`config.mk`:
```
export PLATFORM = sky130hd
export DESIGN_NAME = dbg_access_scan
export DESIGN_NICKNAME = d
export VERILOG_FILES = /design/src/rtl/dpscan_pkg.sv /design/src/rtl/dpscan_shift.sv /design/src/rtl/dpscan_regs.sv /design/src/rtl/dpscan_apctl.sv /design/src/rtl/dbg_access_scan.sv
export SDC_FILE = /design/constraint.sdc
export NUM_CORES = 1
export LEC_CHECK = 0
export ABC_AREA = 1
export BUFFER_PORTS_ARGS = -buffer_cell sky130_fd_sc_hd__buf_2
export CAP_MARGIN = 30
export CORE_ASPECT_RATIO = 0.8
export CORE_MARGIN = 5
export CORE_UTILIZATION = 45
export DETAILED_ROUTE_END_ITERATION = 10
export PLACE_DENSITY_LB_ADDON = 0.2
export SKIP_CTS_REPAIR_TIMING = 1
export SYNTH_ARGS = -nofsm -noshare
export SYNTH_HDL_FRONTEND = slang
export SYNTH_SLANG_ARGS = --single-unit
export TNS_END_PERCENT = 20
```
`constraint.sdc`:
```
create_clock -name clk -period 5 [get_ports clk]
set_input_delay 1 -clock clk [delete_from_list [all_inputs] [get_ports clk]]
set_output_delay 1 -clock clk [all_outputs]
set_load 0.05 [all_outputs]
```
`src/rtl/dpscan_pkg.sv`:
```
package dpscan_pkg;
  localparam int IR_W = 4;
  localparam int DR_W = 35;
  localparam int ID_W = 32;

  localparam logic [IR_W-1:0] IR_ABORT  = 4'h8;
  localparam logic [IR_W-1:0] IR_DPACC  = 4'hA;
  localparam logic [IR_W-1:0] IR_APACC  = 4'hB;
  localparam logic [IR_W-1:0] IR_IDCODE = 4'hE;

  localparam logic [2:0] ACK_OK   = 3'b010;
  localparam logic [2:0] ACK_WAIT = 3'b001;

  typedef enum logic [1:0] {
    DPR_NONE  = 2'd0,
    DPR_CTRL  = 2'd1,
    DPR_SEL   = 2'd2,
    DPR_RDBUF = 2'd3
  } dp_reg_e;

  // request word as shifted in: RnW lands in bit 0
  typedef struct packed {
    logic [31:0] data;
    logic [1:0]  a;
    logic        rnw;
  } scan_req_t;

  function automatic logic [7:0] ap_byte_addr(logic [3:0] bank, logic [1:0] a);
    return {bank, a, 2'b00};
  endfunction

  function automatic logic [31:0] ctrl_word(logic det, logic orun, logic err,
                                            logic [1:0] preq, logic [1:0] pack);
    return {pack[1], preq[1], pack[0], preq[0], 22'b0, err, 3'b0, orun, det};
  endfunction

  function automatic logic [31:0] sel_word(logic [7:0] apsel, logic [3:0] bank);
    return {apsel, 16'b0, bank, 4'b0};
  endfunction
endpackage

```
`src/rtl/dpscan_shift.sv`:
```
module dpscan_shift import dpscan_pkg::*; #(
  parameter logic [ID_W-1:0] IDCODE_VAL = 32'h0A5C_3001
) (
  input  logic            clk,
  input  logic            rst_n,
  input  logic            tap_reset,
  input  logic            ir_update,
  input  logic [IR_W-1:0] ir_in,
  input  logic            dr_capture,
  input  logic            dr_shift,
  input  logic            dr_update,
  input  logic            tdi,
  input  logic            busy,
  input  logic [31:0]     rdbuf,
  output logic            tdo,
  output scan_req_t       upd_req,
  output logic            upd_dp,
  output logic            upd_ap,
  output logic            upd_abort,
  output logic            upd_waited,
  output logic            acc_sel
);
  logic [IR_W-1:0] ir_q;
  logic [DR_W-1:0] sr;
  logic            cap_wait;
  logic            is_dp, is_ap, is_abort, is_id;

  assign is_dp    = (ir_q == IR_DPACC);
  assign is_ap    = (ir_q == IR_APACC);
  assign is_abort = (ir_q == IR_ABORT);
  assign is_id    = (ir_q == IR_IDCODE);
  assign acc_sel  = is_dp | is_ap | is_abort;

  always_ff @(posedge clk or negedge rst_n) begin
    if (!rst_n) begin
      ir_q     <= IR_IDCODE;
      sr       <= '0;
      cap_wait <= 1'b0;
    end else begin
      if (tap_reset)      ir_q <= IR_IDCODE;
      else if (ir_update) ir_q <= ir_in;

      if (dr_capture) begin
        if (acc_sel) begin
          sr       <= {rdbuf, busy ? ACK_WAIT : ACK_OK};
          cap_wait <= busy;
        end else if (is_id) begin
          sr <= {{(DR_W-ID_W){1'b0}}, IDCODE_VAL};
        end else begin
          sr <= '0;
        end
      end else if (dr_shift) begin
        if (acc_sel)    sr <= {tdi, sr[DR_W-1:1]};
        else if (is_id) sr <= {{(DR_W-ID_W){1'b0}}, tdi, sr[ID_W-1:1]};
        else            sr <= {{(DR_W-1){1'b0}}, tdi};
      end
    end
  end

  assign tdo        = sr[0];
  assign upd_req    = scan_req_t'(sr);
  assign upd_dp     = dr_update & is_dp;
  assign upd_ap     = dr_update & is_ap;
  assign upd_abort  = dr_update & is_abort;
  assign upd_waited = cap_wait;


  ir_reset_chk: assert property (@(posedge clk) disable iff (!rst_n)
    tap_reset |=> (ir_q == IR_IDCODE));

  ir_decode_chk: assert property (@(posedge clk) disable iff (!rst_n)
    $onehot0({is_dp, is_ap, is_abort, is_id}));
endmodule

```
`src/rtl/dpscan_regs.sv`:
```
module dpscan_regs import dpscan_pkg::*; (
  input  logic        clk,
  input  logic        rst_n,
  input  scan_req_t   upd_req,
  input  logic        upd_dp,
  input  logic        upd_ap,
  input  logic        upd_abort,
  input  logic        upd_waited,
  input  logic        ap_done,
  input  logic        ap_done_rd,
  input  logic [31:0] ap_rdata,
  input  logic        ap_err,
  output logic [31:0] rdbuf,
  output logic [3:0]  sel_bank,
  output logic [7:0]  sel_ap,
  output logic        ap_issue,
  output logic        abort_go,
  output logic        sticky_any
);
  logic       orun_det, sticky_orun, sticky_err;
  logic [1:0] pwr_req, pwr_ack;
  logic       wait_upd, dp_go;
  dp_reg_e    dreg;

  assign dreg       = dp_reg_e'(upd_req.a);
  assign sticky_any = sticky_orun | sticky_err;
  assign wait_upd   = (upd_dp | upd_ap) & upd_waited;
  assign dp_go      = upd_dp & ~upd_waited;
  assign ap_issue   = upd_ap & ~upd_waited & ~sticky_any;
  assign abort_go   = upd_abort & ~upd_req.rnw & (upd_req.a == 2'd0)
                      & (upd_req.data == 32'd1);

  always_ff @(posedge clk or negedge rst_n) begin
    if (!rst_n) begin
      rdbuf       <= '0;
      sel_bank    <= '0;
      sel_ap      <= '0;
      orun_det    <= 1'b0;
      sticky_orun <= 1'b0;
      sticky_err  <= 1'b0;
      pwr_req     <= '0;
      pwr_ack     <= '0;
    end else begin
      pwr_ack <= pwr_req;
      if (wait_upd && orun_det) sticky_orun <= 1'b1;
      if (ap_done && ap_err)    sticky_err  <= 1'b1;
      if (ap_done && ap_done_rd) rdbuf <= ap_rdata;
      if (dp_go) begin
        if (upd_req.rnw) begin
          unique case (dreg)
            DPR_NONE:  rdbuf <= '0;
            DPR_CTRL:  rdbuf <= ctrl_word(orun_det, sticky_orun, sticky_err, pwr_req, pwr_ack);
            DPR_SEL:   rdbuf <= sel_word(sel_ap, sel_bank);
            DPR_RDBUF: rdbuf <= rdbuf;
          endcase
        end else begin
          unique case (dreg)
            DPR_CTRL: begin
              orun_det <= upd_req.data[0];
              pwr_req  <= {upd_req.data[30], upd_req.data[28]};
              if (upd_req.data[1]) sticky_orun <= 1'b0;
              if (upd_req.data[5]) sticky_err  <= 1'b0;
            end
            DPR_SEL: begin
              sel_ap   <= upd_req.data[31:24];
              sel_bank <= upd_req.data[7:4];
            end
            default: ;
          endcase
        end
      end
    end
  end


  orun_cause_chk: assert property (@(posedge clk) disable iff (!rst_n)
    $rose(sticky_orun) |-> $past(wait_upd && orun_det));

  err_cause_chk: assert property (@(posedge clk) disable iff (!rst_n)
    $rose(sticky_err) |-> $past(ap_done && ap_err));

  orun_clear_chk: assert property (@(posedge clk) disable iff (!rst_n)
    $fell(sticky_orun) |-> $past(dp_go && !upd_req.rnw && dreg == DPR_CTRL));
endmodule

```
`src/rtl/dpscan_apctl.sv`:
```
module dpscan_apctl import dpscan_pkg::*; #(
  parameter int LAT_W = 8
) (
  input  logic             clk,
  input  logic             rst_n,
  input  logic             issue,
  input  logic             abort_go,
  input  scan_req_t        upd_req,
  input  logic [3:0]       sel_bank,
  input  logic [7:0]       sel_ap,
  input  logic [LAT_W-1:0] latency,
  output logic             ap_req,
  output logic             ap_write,
  output logic [7:0]       ap_sel,
  output logic [7:0]       ap_addr,
  output logic [31:0]      ap_wdata,
  output logic             busy,
  output logic             done,
  output logic             done_rd
);
  localparam logic [LAT_W-1:0] ONE = LAT_W'(1);
  logic [LAT_W-1:0] cnt;

  assign done    = busy && (cnt <= ONE) && !abort_go;
  assign done_rd = done && !ap_write;

  always_ff @(posedge clk or negedge rst_n) begin
    if (!rst_n) begin
      ap_req   <= 1'b0;
      ap_write <= 1'b0;
      ap_sel   <= '0;
      ap_addr  <= '0;
      ap_wdata <= '0;
      busy     <= 1'b0;
      cnt      <= '0;
    end else begin
      ap_req <= 1'b0;
      if (issue) begin
        ap_req   <= 1'b1;
        ap_write <= ~upd_req.rnw;
        ap_sel   <= sel_ap;
        ap_addr  <= ap_byte_addr(sel_bank, upd_req.a);
        ap_wdata <= upd_req.data;
        busy     <= 1'b1;
        cnt      <= (latency == '0) ? ONE : latency;
      end else if (abort_go) begin
        busy <= 1'b0;
      end else if (busy) begin
        if (cnt <= ONE) busy <= 1'b0;
        else            cnt  <= cnt - ONE;
      end
    end
  end


  busy_start_chk: assert property (@(posedge clk) disable iff (!rst_n)
    $rose(busy) |-> ap_req);

  busy_end_chk: assert property (@(posedge clk) disable iff (!rst_n)
    $fell(busy) |-> $past(done || abort_go));
endmodule

```
`src/rtl/dbg_access_scan.sv`:
```
module dbg_access_scan import dpscan_pkg::*; #(
  parameter logic [ID_W-1:0] IDCODE_VAL = 32'h0A5C_3001,
  parameter int              LAT_W      = 8
) (
  input  logic             clk,
  input  logic             rst_n,
  input  logic             tap_reset,
  input  logic             ir_update,
  input  logic [IR_W-1:0]  ir_in,
  input  logic             dr_capture,
  input  logic             dr_shift,
  input  logic             dr_update,
  input  logic             tdi,
  output logic             tdo,
  output logic             ap_req,
  output logic             ap_write,
  output logic [7:0]       ap_sel,
  output logic [7:0]       ap_addr,
  output logic [31:0]      ap_wdata,
  input  logic [31:0]      ap_rdata,
  input  logic             ap_err,
  input  logic [LAT_W-1:0] ap_latency
);
  scan_req_t   upd_req;
  logic        upd_dp, upd_ap, upd_abort, upd_waited, acc_sel;
  logic        busy, done, done_rd;
  logic [31:0] rdbuf;
  logic [3:0]  sel_bank;
  logic [7:0]  sel_ap;
  logic        ap_issue, abort_go, sticky_any;

  dpscan_shift #(.IDCODE_VAL(IDCODE_VAL)) shift_i (
    .clk(clk), .rst_n(rst_n), .tap_reset(tap_reset), .ir_update(ir_update),
    .ir_in(ir_in), .dr_capture(dr_capture), .dr_shift(dr_shift),
    .dr_update(dr_update), .tdi(tdi), .busy(busy), .rdbuf(rdbuf), .tdo(tdo),
    .upd_req(upd_req), .upd_dp(upd_dp), .upd_ap(upd_ap), .upd_abort(upd_abort),
    .upd_waited(upd_waited), .acc_sel(acc_sel));

  dpscan_regs regs_i (
    .clk(clk), .rst_n(rst_n), .upd_req(upd_req), .upd_dp(upd_dp),
    .upd_ap(upd_ap), .upd_abort(upd_abort), .upd_waited(upd_waited),
    .ap_done(done), .ap_done_rd(done_rd), .ap_rdata(ap_rdata), .ap_err(ap_err),
    .rdbuf(rdbuf), .sel_bank(sel_bank), .sel_ap(sel_ap), .ap_issue(ap_issue),
    .abort_go(abort_go), .sticky_any(sticky_any));

  dpscan_apctl #(.LAT_W(LAT_W)) apctl_i (
    .clk(clk), .rst_n(rst_n), .issue(ap_issue), .abort_go(abort_go),
    .upd_req(upd_req), .sel_bank(sel_bank), .sel_ap(sel_ap),
    .latency(ap_latency), .ap_req(ap_req), .ap_write(ap_write),
    .ap_sel(ap_sel), .ap_addr(ap_addr), .ap_wdata(ap_wdata), .busy(busy),
    .done(done), .done_rd(done_rd));


  no_req_sticky_chk: assert property (@(posedge clk) disable iff (!rst_n)
    ap_req |-> !$past(sticky_any));

  wait_ack_chk: assert property (@(posedge clk) disable iff (!rst_n)
    (dr_capture && acc_sel && busy) |=> tdo);
endmodule

```
==> flow_results.org, run 1 <==
** CTS
- Worst-skew pair later-pin latency :: about 0.43 ns
- The root buffer cell chosen for the clock tree is sky130_fd_sc_hd__clkbuf_16.
- Clock-pin slew reported for the worst setup and hold paths after clock tree synthesis :: 0.06 ns
- H-Tree Level Count :: 4
- The clock net in this run drives a total of 148 sinks.
- The clock passes through at most 2 buffers.
- TritonCTS clock tree :: built
- CTS buffer count :: 17

** Global routing
- Global-route wire length before repair :: 30.2 mm
- Antenna violations before repair :: 0
- Entering global routing, the biggest net connects 82 pins.
- The number of global-route vias before repair is roughly 5600.
- Total track usage :: between 20% and 30%
- Leftover overflow at the end of global routing :: 0

** Logic synthesis
- Dividing the synthesized area by the synthesized cell count gives 8.12 sq um.
- Synthesis handed over a netlist of 840 instances.
- In this run, distinct cell masters in the synthesized netlist total 36.
- Yosys top cell by area :: sky130_fd_sc_hd__dfrtp_1
- In this run, synthesis inferred 0 flip-flops with an integrated enable.
- During synthesis, Yosys emitted a total of 0 warnings.
- In the synthesized netlist the dominant register cell turns out to be sky130_fd_sc_hd__dfrtp_1.
- Synth top area cells :: sky130_fd_sc_hd__dfrtp_1 (53%), sky130_fd_sc_hd__nand2_1 (15%), sky130_fd_sc_hd__o21ai_0 (5.4%)
- In this run the biggest area consumer among cell types represents 53.2% of the synthesized area.
- Of the synthesized area, sequential elements account for a little over half.
- In this run, synthesis produced a sequential element count of between 100 and 150.
- Async S/R FF share, synth :: 100%
- Summing every instance area after synthesis gives about 6800 sq um.

** Die
- Number of core rows :: 40
- The die is 148 microns wide.
- Overall die area :: between 15000 and 20000 sq um
- The die is approximately 120 microns tall.
- The core region is roughly 15000 sq um.
- I/O pin count :: 104
- Effective utilization at floorplan :: a little under half

** Cells and area
- The area growth from synthesis to layout is 17.7%.
- ANT cells :: 0
- Leaving out fill and tap cells, the most frequent cell in the layout is sky130_fd_sc_hd__nand2_1.
- FILL cells :: between 1000 and 1500
- Number of nets in the layout :: around 990
- Proportion of layout cells with a drive suffix above 1 :: 16.3%
- Register area :: about 3700 sq um
- Area of combinational cells with multiple inputs :: approximately 2600 sq um
- In the layout the commonest cells are sky130_fd_sc_hd__nand2_1 (279), sky130_fd_sc_hd__dfrtp_1 (145), sky130_fd_sc_hd__buf_2 (100), sky130_fd_sc_hd__o21ai_0 (73), sky130_fd_sc_hd__inv_1 (72).
- Summing all non-filler instances in the final layout gives an area of approximately 8000 sq um.

** Setup path
- Endpoint arrival time on the critical path :: ~3.2 ns
- Critical Path Most Common Cell :: sky130_fd_sc_hd__nand2_1
- The worst setup path is of the input pin to flop kind.
- Kind of end point of the critical path :: flop
- STA puts the critical path data required time at 5.33 ns.
- Family with the most delay on the worst path :: simple AND/OR/NAND/NOR gates
- Buffer and inverter count on the worst path :: 3
- For this design, the slowest cell found on the critical path is sky130_fd_sc_hd__inv_1.
- Startpoint types :: input pin
- Traced cell by cell, the critical path runs through buf_2, nand2_1, nor2_1, nand3_1, inv_1, nand2_1, nand2_2, nand2_1, nand2_1, inv_1.
- In this run the worst path has a maximum fanout of 29.
- For this run, the slowest stage of the critical path takes between 0.5 and 0.6 ns.

** Placed design
- During placement, the flow inserted port buffers numbering approximately 100.
- Final GP Congestion :: 0.906
- Prior to clock tree synthesis, the placed netlist has a worst setup slack of 1.66 ns.
- Once placement finished, the instance area stood at ~7400 sq um.
- Half-perimeter wire length of the detailed placement result :: 13.4 mm

** Drt
- Drt wl/cell :: 16.4 microns
- The first TritonRoute pass finished after 7 iterations.
- The detail route stage leaves a number of antenna-violating nets equal to 0.
- Total Wirelength :: 18.5 mm
- After detailed routing, the number of remaining DRC violations is 0.
- Summing over every cut layer, the via total after detailed routing is about 6000.
- In this run, the number of DRC markers left after iteration 0 of detailed routing was between 500 and 600.
- In the routed layout, each cell is associated on average with a via count of about 5.3.

** Pwr
- Leakage :: roughly 4.2 nW
- For this design the total switching power over the nets is between 0.7 and 0.8 mW.
- Of the total power, the clock network draws between 40 and 50%.
- The internal power of the cells totals around 2.2 mW.
- Dividing total power by cell area gives a power density of ~360 nW/um^2.
- Switching fraction of total power :: approximately a quarter
- Per report_power, the sequential group accounts for a little under half of the total.
- IR analysis of the VDD net gives a maximum drop of 0.241 mV.
- Comb power frac :: a little under 10%

** Timing
- Setup-violating endpoint count in the final report :: 0
- Shortest period the worst path allows :: between 2 and 3 ns
- Relative max-transition margin :: 48.3%
- After layout, the worst setup slack is 2.09 ns.
- Actual slew at the worst max-slew pin :: between 0.7 and 0.8 ns
- Final TNS setup :: 0 ns
- Maximum frequency from static timing analysis :: about 340 MHz
- Final clock period utilization by the worst path :: between 50 and 60%
- The total count of max-transition violations in the final report was 0.
- Setup repair after global routing left no endpoint under its margin.
- Worst hold slack :: 0.410 ns
- Number of failing hold endpoints at the final stage :: 0
- Final Skew :: 0.00616 ns

** Run
- Across the run, the number of max-cap violations was 0.

** Status
- Outcome :: completed

** Worst hold path
- Worst min-delay path category :: flop to flop
## per-layer routing
metal,GRT usage (%),vias up,routed length [microns]
met3,5.51,20,1540
met2,27.4,222,7200
met5,0,-,0
met1,35.8,2817,9580
met4,6.05,0,195
li1,-,2895,-
## stage by stage
step                      util (%)  std cells  power, mW
after floorplan                  -        841       1.54
after global placement        49.6       1097       1.65
after detailed placement      49.7       1098       1.66
after CTS                     53.6       1130       2.94
after global routing          53.6       1130       3.05
final                         53.6       1130       2.93
## final timing paths
kind | startpoint | end | slack, ns | depth (start not counted)
hold reg to reg | regs_i.pwr_req[0] | regs_i.pwr_ack[0] | 0.41 | 0
max in group asynchronous | rst_n | regs_i.rdbuf[23] | 3.41 | 2
min in group asynchronous | rst_n | apctl_i.ap_wdata[1] | 0.61 | 1
setup / recovery | dr_update | regs_i.rdbuf[29] | 2.09 | 10
hold / removal | regs_i.pwr_req[0] | regs_i.pwr_ack[0] | 0.41 | 0
setup reg to reg | shift_i.ir_q[1] | regs_i.rdbuf[29] | 2.12 | 9
## synth_stat cells (2+ instances only)
cell                         n
sky130_fd_sc_hd__a31oi_1    22
sky130_fd_sc_hd__o31ai_1     4
sky130_fd_sc_hd__buf_1       4
sky130_fd_sc_hd__buf_4       3
sky130_fd_sc_hd__nor2_1     65
sky130_fd_sc_hd__nand2_1   279
sky130_fd_sc_hd__nand2_2     4
sky130_fd_sc_hd__nand4_1    15
sky130_fd_sc_hd__clkbuf_1   15
sky130_fd_sc_hd__dfstp_2     3
sky130_fd_sc_hd__nor2_4      2
sky130_fd_sc_hd__a21oi_1     8
sky130_fd_sc_hd__o211ai_1    2
sky130_fd_sc_hd__dfrtp_1   145
sky130_fd_sc_hd__nor3_1      3
sky130_fd_sc_hd__inv_2       3
sky130_fd_sc_hd__o22ai_1     2
sky130_fd_sc_hd__ha_1        6
sky130_fd_sc_hd__inv_1      72
sky130_fd_sc_hd__nor4_1      3
sky130_fd_sc_hd__buf_2      16
sky130_fd_sc_hd__buf_6       2
sky130_fd_sc_hd__o21ai_0    73
sky130_fd_sc_hd__a22oi_1     5
sky130_fd_sc_hd__o21ai_1    14
sky130_fd_sc_hd__nand3_1    60
## sequential cells by signal (all words and copies together) (netlist names), 2 cells and up
name,count
apctl_i.cnt,8
apctl_i.ap_addr,6
apctl_i.ap_wdata,32
regs_i.pwr_req,2
regs_i.sel_ap,8
shift_i.ir_q,4
shift_i.upd_req,35
apctl_i.ap_sel,8
regs_i.sel_bank,4
regs_i.pwr_ack,2
regs_i.rdbuf,32
## logic make-up after synthesis
family | Yosys count | share of synthesized area [%]
buffers and inverters | 116 | 7.07
other | 1 | 0.0550
AOI/OAI and AO/OA | 132 | 10.6
adders and majority gates | 6 | 1.10
and+or+nand+nor | 435 | 26.5
xor gates and xnor gates | 2 | 0.257
DFF | 148 | 54.4
## power groups by stage
stage | sequential (mW) | combinational [mW] | clock [mW]
finish | 1.36 | 0.286 | 1.29
floorplan | 1.36 | 0.180 | 0
detailed placement | 1.38 | 0.284 | 0
CTS | 1.36 | 0.286 | 1.30
global placement | 1.37 | 0.275 | 0
global route | 1.37 | 0.330 | 1.35
## final cells by class
| class | instances | share of cell area, % |
|---|---|---|
| sequential | 148 | 46.2 |
| multi-input combinational | 577 | 32.8 |
| timing repair buffer | 108 | 7.12 |
| clock buffer | 25 | 6.17 |
| inverter | 76 | 3.55 |
| tap | 189 | 2.95 |
| clock inverter | 7 | 1.18 |
Power figures use the tool's default switching activity.
==> run 2: changes to the inputs <==
==> constraint.sdc (replaced) <==
create_clock -name clk -period 2.6 [get_ports clk]
set_input_delay 0.52 -clock clk [delete_from_list [all_inputs] [get_ports clk]]
set_output_delay 0.52 -clock clk [all_outputs]
set_load 0.05 [all_outputs]
==> run 2 against run 1 <==
  * Via count grew 0.60%
  * Sequential cell count stayed put
  * First-iteration DRC count up 1.3%
  * Clock power up 75%
  * Count of clock-buffer cells in the layout did not move
  * Setup slack worse by 1.8 ns
  * Largest cell class unchanged
==> flow_results.org, run 2 (synthesis gave the netlist of run 1 again) <==
** Timing
- Number of max-slew violations in the final report :: 0 (unchanged)
- Relative max-transition margin :: 55.8% (was 48.3%)
- The worst path uses 88.7% of the clock period.
- Shortest period the worst path allows :: 2.31 ns
- Unrepaired setup endpoints after global routing :: false (unchanged)
- The worst setup skew after layout is 0.00561 ns (was 0.00616 ns).
- Setup-violating endpoint count in the final report :: 0 (unchanged)
- For this run, the top clock speed supported by timing is ~430 MHz.
- Actual slew at the worst max-slew pin :: 0.663 ns (was 0.774 ns)
- The final number of hold-violating endpoints was 0 (unchanged).
- The final sum of negative setup slack was 0 ns (unchanged).
- The post-route worst setup slack came to 0.294 ns (was 2.09 ns).

** Setup path
- Required time at the worst-slack endpoint :: 2.92 ns (was 5.33 ns)
- The startpoint class of the critical path is a flop (was input pin).
- The worst-case reg-to-reg path depth is 13 (was 9).
- CP Class :: flop to flop (was input pin to flop)
- The termination of the worst setup path was regs_i.rdbuf[29] (unchanged).
- The data arrival at the endpoint of the critical path is 2.62 ns (was 3.23 ns).
- The largest incremental delay on the critical path was 0.42 ns (was 0.59 ns).
- Cell breakdown of the critical path :: inv_1, ha_1, inv_1, nor2_1, nand4_1, nor2_1, nand2_2, nand3_4, nand2_2, nand2_2, nand2_1, nand2_1, inv_1 (was buf_2, nand2_1, nor2_1, nand3_1, inv_1, nand2_1, nand2_2, nand2_1, nand2_1, inv_1)
- Critical-path top delay cell :: sky130_fd_sc_hd__dfrtp_1 (was sky130_fd_sc_hd__inv_1)
- Kind of end point of the critical path :: flop (unchanged)
- Start point of the critical path :: shift_i.upd_req[2] (was dr_update)
- Register-to-register setup slack :: 0.29 ns (was 2.12 ns)
- Reg-to-reg critical path endpoint :: regs_i.rdbuf[29] (unchanged)
- Maximum fanout encountered on the critical timing path :: 29 (unchanged)
- Launching point of the worst reg2reg path :: shift_i.upd_req[2] (was shift_i.ir_q[1])

** Drt
- The final routed DRC violation total came to 0 (unchanged).
- The number of antenna-violating nets in the routed design is 0 (unchanged).
- DRT iter0 DRCs :: 544 (was 537)
- Total iterations of the first detailed-routing run :: 6 (was 7)
- The final routed wirelength across all metal layers was 18.7 mm (was 18.5 mm).
- Drt wl/cell :: 16.3 microns (was 16.4 microns)
- Via-per-instance ratio :: 5.25 (was 5.27)
- Vias :: 5990 (was 5954)

** Pwr
- Comb power frac :: 10.2% (was 9.8%)
- The switching share of power is 26.6% (was 25.9%).
- Leakage :: 4.22 nW (was 4.19 nW)
- The worst-case vdd ir drop was 0.557 mV (was 0.241 mV).
- The proportion of power drawn by the clock network was 41.6% (was 43.9%).
- Part of the power in registers :: 48.2% (was 46.3%)
- The internal power of the cells is 3.98 mW (was 2.17 mW).
- Power density over the cells :: 673 nW/um^2 (was 365 nW/um^2)
- Net switching power :: 1.45 mW (was 0.759 mW)

** Die
- Overall die area :: 17700 sq um (unchanged)
- I/O pin count :: 104 (unchanged)
- Effective utilization at floorplan :: 45.6% (unchanged)
- The chip height came to 120 microns (unchanged).
- Number of core rows :: 40 (unchanged)
- The die span in x came to 148 microns (unchanged).
- The area of the placeable core is 15000 sq um (unchanged).

** Placed design
- The pre-CTS worst setup slack came to 0.378 ns (was 1.66 ns).
- The weighted congestion at the end of routability-driven global placement is 0.916 (was 0.906).
- The number of cells in the design after placement was 1109 (was 1098).
- The detailed-placement wirelength estimate is 13.4 mm (about the same).
- Placed standard-cell area :: 7520 sq um (was 7440 sq um)
- The quantity of I/O buffers inserted on ports is 101 (unchanged).

** Cells and area
- Post-layout util :: 53.9% (was 53.6%)
- Final instance area :: 8070 sq um (was 8030 sq um)
- Max reg flops :: 35 (unchanged)
- Post-route non-filler standard cell count :: 1141 (was 1130)
- The most common library cell in the layout ignoring fill and taps was sky130_fd_sc_hd__nand2_1 (unchanged).
- The synthesis-to-layout area growth was 18.3% (was 17.7%).
- ANT cells :: 0 (unchanged)
- Leading cell types in the layout, fill and taps excluded: sky130_fd_sc_hd__nand2_1 (279), sky130_fd_sc_hd__dfrtp_1 (145), sky130_fd_sc_hd__buf_2 (100), sky130_fd_sc_hd__o21ai_0 (73), sky130_fd_sc_hd__inv_1 (72) (unchanged).
- Proportion of layout cells with a drive suffix above 1 :: 17.2% (was 16.3%)
- The total number of nets in the final design was 998 (was 987).

** Global routing
- The all-layer global routing usage is 21.9% (was 21.7%).
- The wire length of the first global-routing pass was 30.6 mm (was 30.2 mm).
- The global route total overflow came to 0 (unchanged).
- Pin count of the biggest net entering global routing :: 69 (was 82)
- The initial antenna violation count came to 0 (unchanged).
- Via count of the first global-routing pass :: 5645 (was 5560)

** CTS
- H-Tree Level Count :: 4 (unchanged)
- The cell at the root of the clock tree is sky130_fd_sc_hd__clkbuf_16 (unchanged).
- Worst-skew pair later-pin latency :: 0.42 ns (was 0.43 ns)
- The CTS tree is built (unchanged).
- Max Buffers Root-to-Sink :: 2 (unchanged)
- The clock-pin transition on the worst setup and hold timing paths was 0.06 ns (about the same).
- The clock sink count was 148 (unchanged).
- CTS buffer count :: 17 (unchanged)

** Run
- The number of max-cap violations came to 0 (unchanged).

** Worst hold path
- Worst min-delay path category :: input pin to async pin (was flop to flop)

** Status
- Outcome: completed (unchanged).
==> run 2: how the worst min path moves through the flow <==
stage,endpoint,start,slack [ns],depth (start not counted)
after floorplan,apctl_i.ap_addr[2],rst_n,0.22,0
after global placement,regs_i.pwr_ack[1],regs_i.pwr_req[1],0.39,0
after detailed placement,regs_i.pwr_ack[0],regs_i.pwr_req[0],0.40,0
after CTS,apctl_i.ap_sel[2],rst_n,0.1,1
after global routing,apctl_i.ap_sel[6],rst_n,0.12,1
final,apctl_i.ap_sel[6],rst_n,0.09,1
==> run 2: metrics by stage <==
step	total power [mW]	hold slack, ns
after global placement	3.19	0.390
final	5.43	0.0901
after floorplan	2.96	0.224
after global routing	5.67	0.116
after detailed placement	3.20	0.395
after CTS	5.47	0.0979
==> run 2: metal layers <==
metal / vias up / wire [microns] / track usage, %
met5: - / 62 / 3.24
met4: 2 / 148 / 5.70
met3: 13 / 1870 / 6.68
met2: 262 / 7390 / 28.3
met1: 2799 / 9190 / 34.8
li1: 2914 / - / -
==> run 2: area by class of cell <==
type                       count  area [sq um]
fill                        1451          6900
sequential                   148          3710
multi-input combinational    577          2640
timing repair buffer         119           659
clock buffer                  25           495
inverter                      76           285
tap                          189           236
clock inverter                 7          47.5
==> run 2: power by group through the flow <==
stage	logic [mW]	registers (mW)	clock network [mW]
floorplan	0.346	2.61	0
global placement	0.546	2.65	0
detailed placement	0.548	2.65	0
CTS	0.554	2.61	2.31
global route	0.633	2.63	2.41
finish	0.554	2.62	2.26
==> run 2: critical path: cells and delay by family, from the launching register on <==
family | cells | cell delay (ns)
fa+ha+maj | 1 | 0.17
buf+inv | 3 | 0.23
flops | 1 | 0.42
simple gates | 9 | 1.38
==> run 3: changes to the inputs <==
--- a/config.mk
+++ b/config.mk
@@ -5,7 +5,6 @@
 export SDC_FILE = /design/constraint.sdc
 export NUM_CORES = 1
 export LEC_CHECK = 0
-export ABC_AREA = 1
 export BUFFER_PORTS_ARGS = -buffer_cell sky130_fd_sc_hd__buf_2
 export CAP_MARGIN = 30
 export CORE_ASPECT_RATIO = 0.8
==> run 3 against run 2 <==
  * Die area decreased by 3.0%
  * First-iteration DRC count down 13%
  * Final cell count decreased by 15%
  * Clock skew rose by 0.0046 ns
  * Via count down 8.2%
  * Largest cell class unchanged
  * Largest power group unchanged
  * Sequential share of layout area grew 0.35 points
  * Non-clock buffer count increased by 7
  * Routed wire length shrank 3.5%
  * Core utilization increased by 1.9 points
  * Worst hold slack worse by 0.014 ns
  * Setup slack worse by 0.13 ns
  * Fmax is 5.4% lower
==> flow_results.org, run 3 <==
** Global routing
- The largest net degree at the start of global routing was 60 (was 69).
- Met2 track demand over resource :: 31.0% (was 28.3%)
- Leftover overflow at the end of global routing :: 0 (unchanged)
- Total track usage :: 21.6% (was 21.9%)
- Global-route wire length before repair :: 29.9 mm (was 30.6 mm)
- Routing usage on met1 :: 31.8% (was 34.8%)
- Antenna violations before repair :: 0 (unchanged)
- Met3 track utilization from global routing :: 5.78% (was 6.68%)
- GRT Max-Usage Layer :: met1 (unchanged)
- Via count of the first global-routing pass :: 5464 (was 5645)

** Timing
- The worst setup skew after layout was 0.0102 ns (was 0.00561 ns).
- Setup-violating endpoint count in the final report :: 0 (unchanged)
- The total count of max-transition violations in the final report is 0 (unchanged).
- The time the worst path needs with I/O delays and setup is 2.44 ns (was 2.31 ns).
- Maximum frequency from static timing analysis :: 410 MHz (was 434 MHz)
- Relative max-transition margin :: 53.7% (was 55.8%)
- The final number of hold-violating endpoints was 0 (unchanged).
- Actual slew at the worst max-slew pin :: 0.695 ns (was 0.663 ns)
- The final critical-path share of the clock period was 93.8% (was 88.7%).
- Unrepaired setup endpoints after global routing: false (unchanged).
- Final TNS setup :: 0 ns (unchanged)

** Drt
- The number of DRC violations after detailed-routing iteration 0 was 476 (was 544).
- Vias :: 5497 (was 5990)
- DRC violation count after routing :: 0 (unchanged)
- The number of antenna-violating nets in the routed design was 0 (unchanged).
- Via-per-instance ratio :: 5.65 (was 5.25)
- The iteration count of the initial detailed-routing pass was 5 (was 6).
- Total Wirelength :: 18.0 mm (was 18.7 mm)
- The post-detailed-route wirelength per cell is 18.5 microns (was 16.3 microns).

** Setup path
- The slack of the worst reg-to-reg path came to 0.16 ns (was 0.29 ns).
- The data arrival at the endpoint of the critical path came to 2.74 ns (was 2.62 ns).
- The cell that appears most often on the critical path is sky130_fd_sc_hd__or4_4.
- Maximum fanout encountered on the critical timing path :: 5 (was 29)
- Startpoint types :: flop (unchanged)
- Cell breakdown of the critical path: or4_4, or4_4, a31oi_1, nor2_1, a221o_1 (was inv_1, ha_1, inv_1, nor2_1, nand4_1, nor2_1, nand2_2, nand3_4, nand2_2, nand2_2, nand2_1, nand2_1, inv_1).
- Cells on worst reg2reg path :: 5 (was 13)
- The highest-delay cell along the critical path is sky130_fd_sc_hd__or4_4 (was sky130_fd_sc_hd__dfrtp_1).
- Reg-to-reg critical path endpoint :: regs_i.rdbuf[5] (was regs_i.rdbuf[29])
- The type of the setup path with the least slack is flop to flop (unchanged).
- The family with the most delay on the worst path is simple AND/OR/NAND/NOR gates (unchanged).
- Launching point of the worst reg2reg path :: apctl_i.cnt[4] (was shift_i.upd_req[2])
- The critical path endpoint category was a flop (unchanged).
- The critical path buffer and inverter count was 0 (was 3).
- Required time at the worst-slack endpoint :: 2.91 ns (was 2.92 ns)
- The largest incremental delay on the critical path was 0.58 ns (was 0.42 ns).

** Logic synthesis
- Synth top area cells: sky130_fd_sc_hd__dfrtp_1 (55%), sky130_fd_sc_hd__nand2_1 (11%), sky130_fd_sc_hd__nor2_1 (4.3%) (was sky130_fd_sc_hd__dfrtp_1 (53%), sky130_fd_sc_hd__nand2_1 (15%), sky130_fd_sc_hd__o21ai_0 (5.4%)).
- The xor/xnor share of the synthesized area is 0% (was 0.257%).
- Top-count cell post-synth :: sky130_fd_sc_hd__nand2_1 (unchanged)
- Number of enable-type register cells in the synthesized netlist :: 0 (unchanged)
- The synthesized area per cell was 9.75 sq um (was 8.12 sq um).
- The proportion of netlist area held by the largest area contributor is 55.0% (was 53.2%).
- The adder-cell share of the synthesized area came to 1.14% (was 1.10%).
- Cell types with the highest counts after synthesis :: sky130_fd_sc_hd__nand2_1 (188), sky130_fd_sc_hd__dfrtp_1 (145), sky130_fd_sc_hd__nor2_1 (75) (was sky130_fd_sc_hd__nand2_1 (279), sky130_fd_sc_hd__dfrtp_1 (145), sky130_fd_sc_hd__o21ai_0 (73))
- Combinational family with the most area after synthesis :: simple AND/OR/NAND/NOR gates (unchanged)
- The most area-hungry cell type in the Yosys netlist was sky130_fd_sc_hd__dfrtp_1 (unchanged).
- The compound-gate portion of the synthesized area came to 14.9% (was 10.6%).
- #FFs+latches synth :: 148 (unchanged)
- The number of instances in the synthesized netlist is 677 (was 840).
- The predominant post-synthesis flop cell is sky130_fd_sc_hd__dfrtp_1 (unchanged).
- Yosys Warn Count :: 0 (unchanged)
- The cell area after synthesis is 6600 sq um (was 6820 sq um).
- Count of distinct cell types in the synthesized netlist :: 52 (was 36)
- Area fraction in and, or, nand and nor cells after synthesis :: 21.1% (was 26.5%)
- The mux cell area share after synthesis came to 3.17% (was 0%).
- Part of the Yosys area used for sequential elements :: 56.2% (was 54.4%)
- Async S/R FF share, synth :: 100% (unchanged)

** Pwr
- The proportion of power drawn by the clock network is 33.9% (was 41.6%).
- Switching fraction of total power :: 32.6% (was 26.6%)
- Comb power frac :: 21.4% (was 10.2%)
- The reported net switching power is 2.42 mW (was 1.45 mW).
- VDD IR max :: 0.535 mV (was 0.557 mV)
- Part of the power in registers :: 44.7% (was 48.2%)
- The total leakage power was 4.03 nW (was 4.22 nW).
- Power density over the cells :: 928 nW/um^2 (was 673 nW/um^2)
- Cell-internal power :: 5.00 mW (was 3.98 mW)

** CTS
- H-Tree Level Count :: 4 (unchanged)
- Max Buffers Root-to-Sink :: 2 (unchanged)
- CTS buffer count :: 17 (unchanged)
- The CTS tree is built (unchanged).
- Clock-pin slew reported for the worst setup and hold paths after clock tree synthesis :: 0.06 ns (about the same)
- The clock sink count is 148 (unchanged).
- Worst-skew pair later-pin latency :: 0.42 ns (about the same)
- Buffer type at the clock tree root :: sky130_fd_sc_hd__clkbuf_16 (unchanged)

** Run
- Max Cap Violations :: 0 (unchanged)

** Worst hold path
- The type of the worst min-delay path was input pin to async pin (unchanged).

** Cells and area
- Max reg flops :: 35 (unchanged)
- Proportion of layout cells with a drive suffix above 1 :: 24.6% (was 17.2%)
- The antenna diode count came to 0 (unchanged).
- The most common library cell in the layout ignoring fill and taps is sky130_fd_sc_hd__nand2_1 (unchanged).
- The total number of nets in the final design came to 836 (was 998).
- Area of combinational cells with multiple inputs :: 2680 sq um (was 2640 sq um)
- The synthesis-to-layout area growth came to 21.3% (was 18.3%).
- Leading cell types in the layout, fill and taps excluded :: sky130_fd_sc_hd__nand2_1 (187), sky130_fd_sc_hd__dfrtp_1 (145), sky130_fd_sc_hd__buf_2 (100), sky130_fd_sc_hd__nor2_1 (75), sky130_fd_sc_hd__a221oi_1 (29) (was sky130_fd_sc_hd__nand2_1 (279), sky130_fd_sc_hd__dfrtp_1 (145), sky130_fd_sc_hd__buf_2 (100), sky130_fd_sc_hd__o21ai_0 (73), sky130_fd_sc_hd__inv_1 (72))
- Final instance area :: 8010 sq um (was 8070 sq um)
- FILL cells :: 1293 (was 1451)
- The area taken by flip-flops and latches came to 3710 sq um (unchanged).

** Die
- The number of rows in the core area is 39 (was 40).
- Overall die area :: 17200 sq um (was 17700 sq um)
- The initial standard-cell utilization of the core was 46.0% (was 45.6%).
- The I/O pin count was 104 (unchanged).
- The area of the placeable core was 14300 sq um (was 15000 sq um).
- The chip height is 118 microns (was 120 microns).
- The die span in x came to 145 microns (was 148 microns).

** Status
- Outcome: completed (unchanged).

** Placed design
- Final GP Congestion :: 0.859 (was 0.916)
- The quantity of I/O buffers inserted on ports was 101 (unchanged).
- Half-perimeter wire length of the detailed placement result :: 12.7 mm (was 13.4 mm)
- The placed instance area was 7400 sq um (was 7520 sq um).
==> run 3: how the worst max path moves through the flow <==
stage | from | to | depth (start not counted)
3_5_place_dp | apctl_i.cnt[4] | regs_i.rdbuf[29] | 5
6_report | apctl_i.cnt[4] | regs_i.rdbuf[5] | 5
5_1_grt | apctl_i.cnt[0] | apctl_i.cnt[7] | 7
3_3_place_gp | apctl_i.cnt[4] | regs_i.rdbuf[26] | 5
2_1_floorplan | shift_i.upd_req[0] | regs_i.rdbuf[0] | 6
4_1_cts | apctl_i.cnt[0] | apctl_i.cnt[7] | 7
==> run 3: kinds of logic after synthesis <==
family | after synthesis
AO/OA/AOI/OAI | 128
AND/OR/NAND/NOR | 320
buffers and inverters | 55
multiplexers | 19
flip-flops | 148
adder cells (fa/ha/maj) | 6
other | 1
==> run 3: layer usage <==
layer  wire length (microns)  up-vias
li1                        -     2572
met1                    8450     2688
met2                    7880      218
met3                    1450       19
met4                     235        0
met5                       0        -
==> run 3: power by group through the flow <==
| stage | sequential (mW) | clock, mW | combinational, mW |
|---|---|---|---|
| floorplan | 3.51 | 0 | 0.815 |
| global placement | 3.33 | 0 | 1.55 |
| detailed placement | 3.34 | 0 | 1.59 |
| CTS | 3.30 | 2.57 | 1.59 |
| global route | 3.39 | 2.67 | 1.76 |
| finish | 3.32 | 2.52 | 1.59 |
==> run 3: final cells by class <==
type | count | area share, %
sequential | 148 | 46.3
multi-input combinational | 475 | 33.5
timing repair buffer | 126 | 9.36
clock buffer | 22 | 5.92
tap | 184 | 2.88
clock inverter | 9 | 1.58
inverter | 9 | 0.422
==> run 3: worst reg2reg max path: cells and delay by family (launching register included) <==
kind	cells	cell delay, ns
AOI/OAI and AO/OA	2	0.63
DFF	1	0.41
and+or+nand+nor	3	1.29
==> run 3: stage by stage <==
stage	power [mW]	utilization, %	std cells	hold WS [ns]	setup slack (ns)
after floorplan	4.33	-	678	0.224	0.200
after global placement	4.88	51.6	942	0.384	0.174
after detailed placement	4.92	51.6	942	0.390	0.138
after CTS	7.46	55.8	973	0.0826	0.129
after global routing	7.82	55.8	973	0.113	0.0459
final	7.43	55.8	973	0.0758	0.161
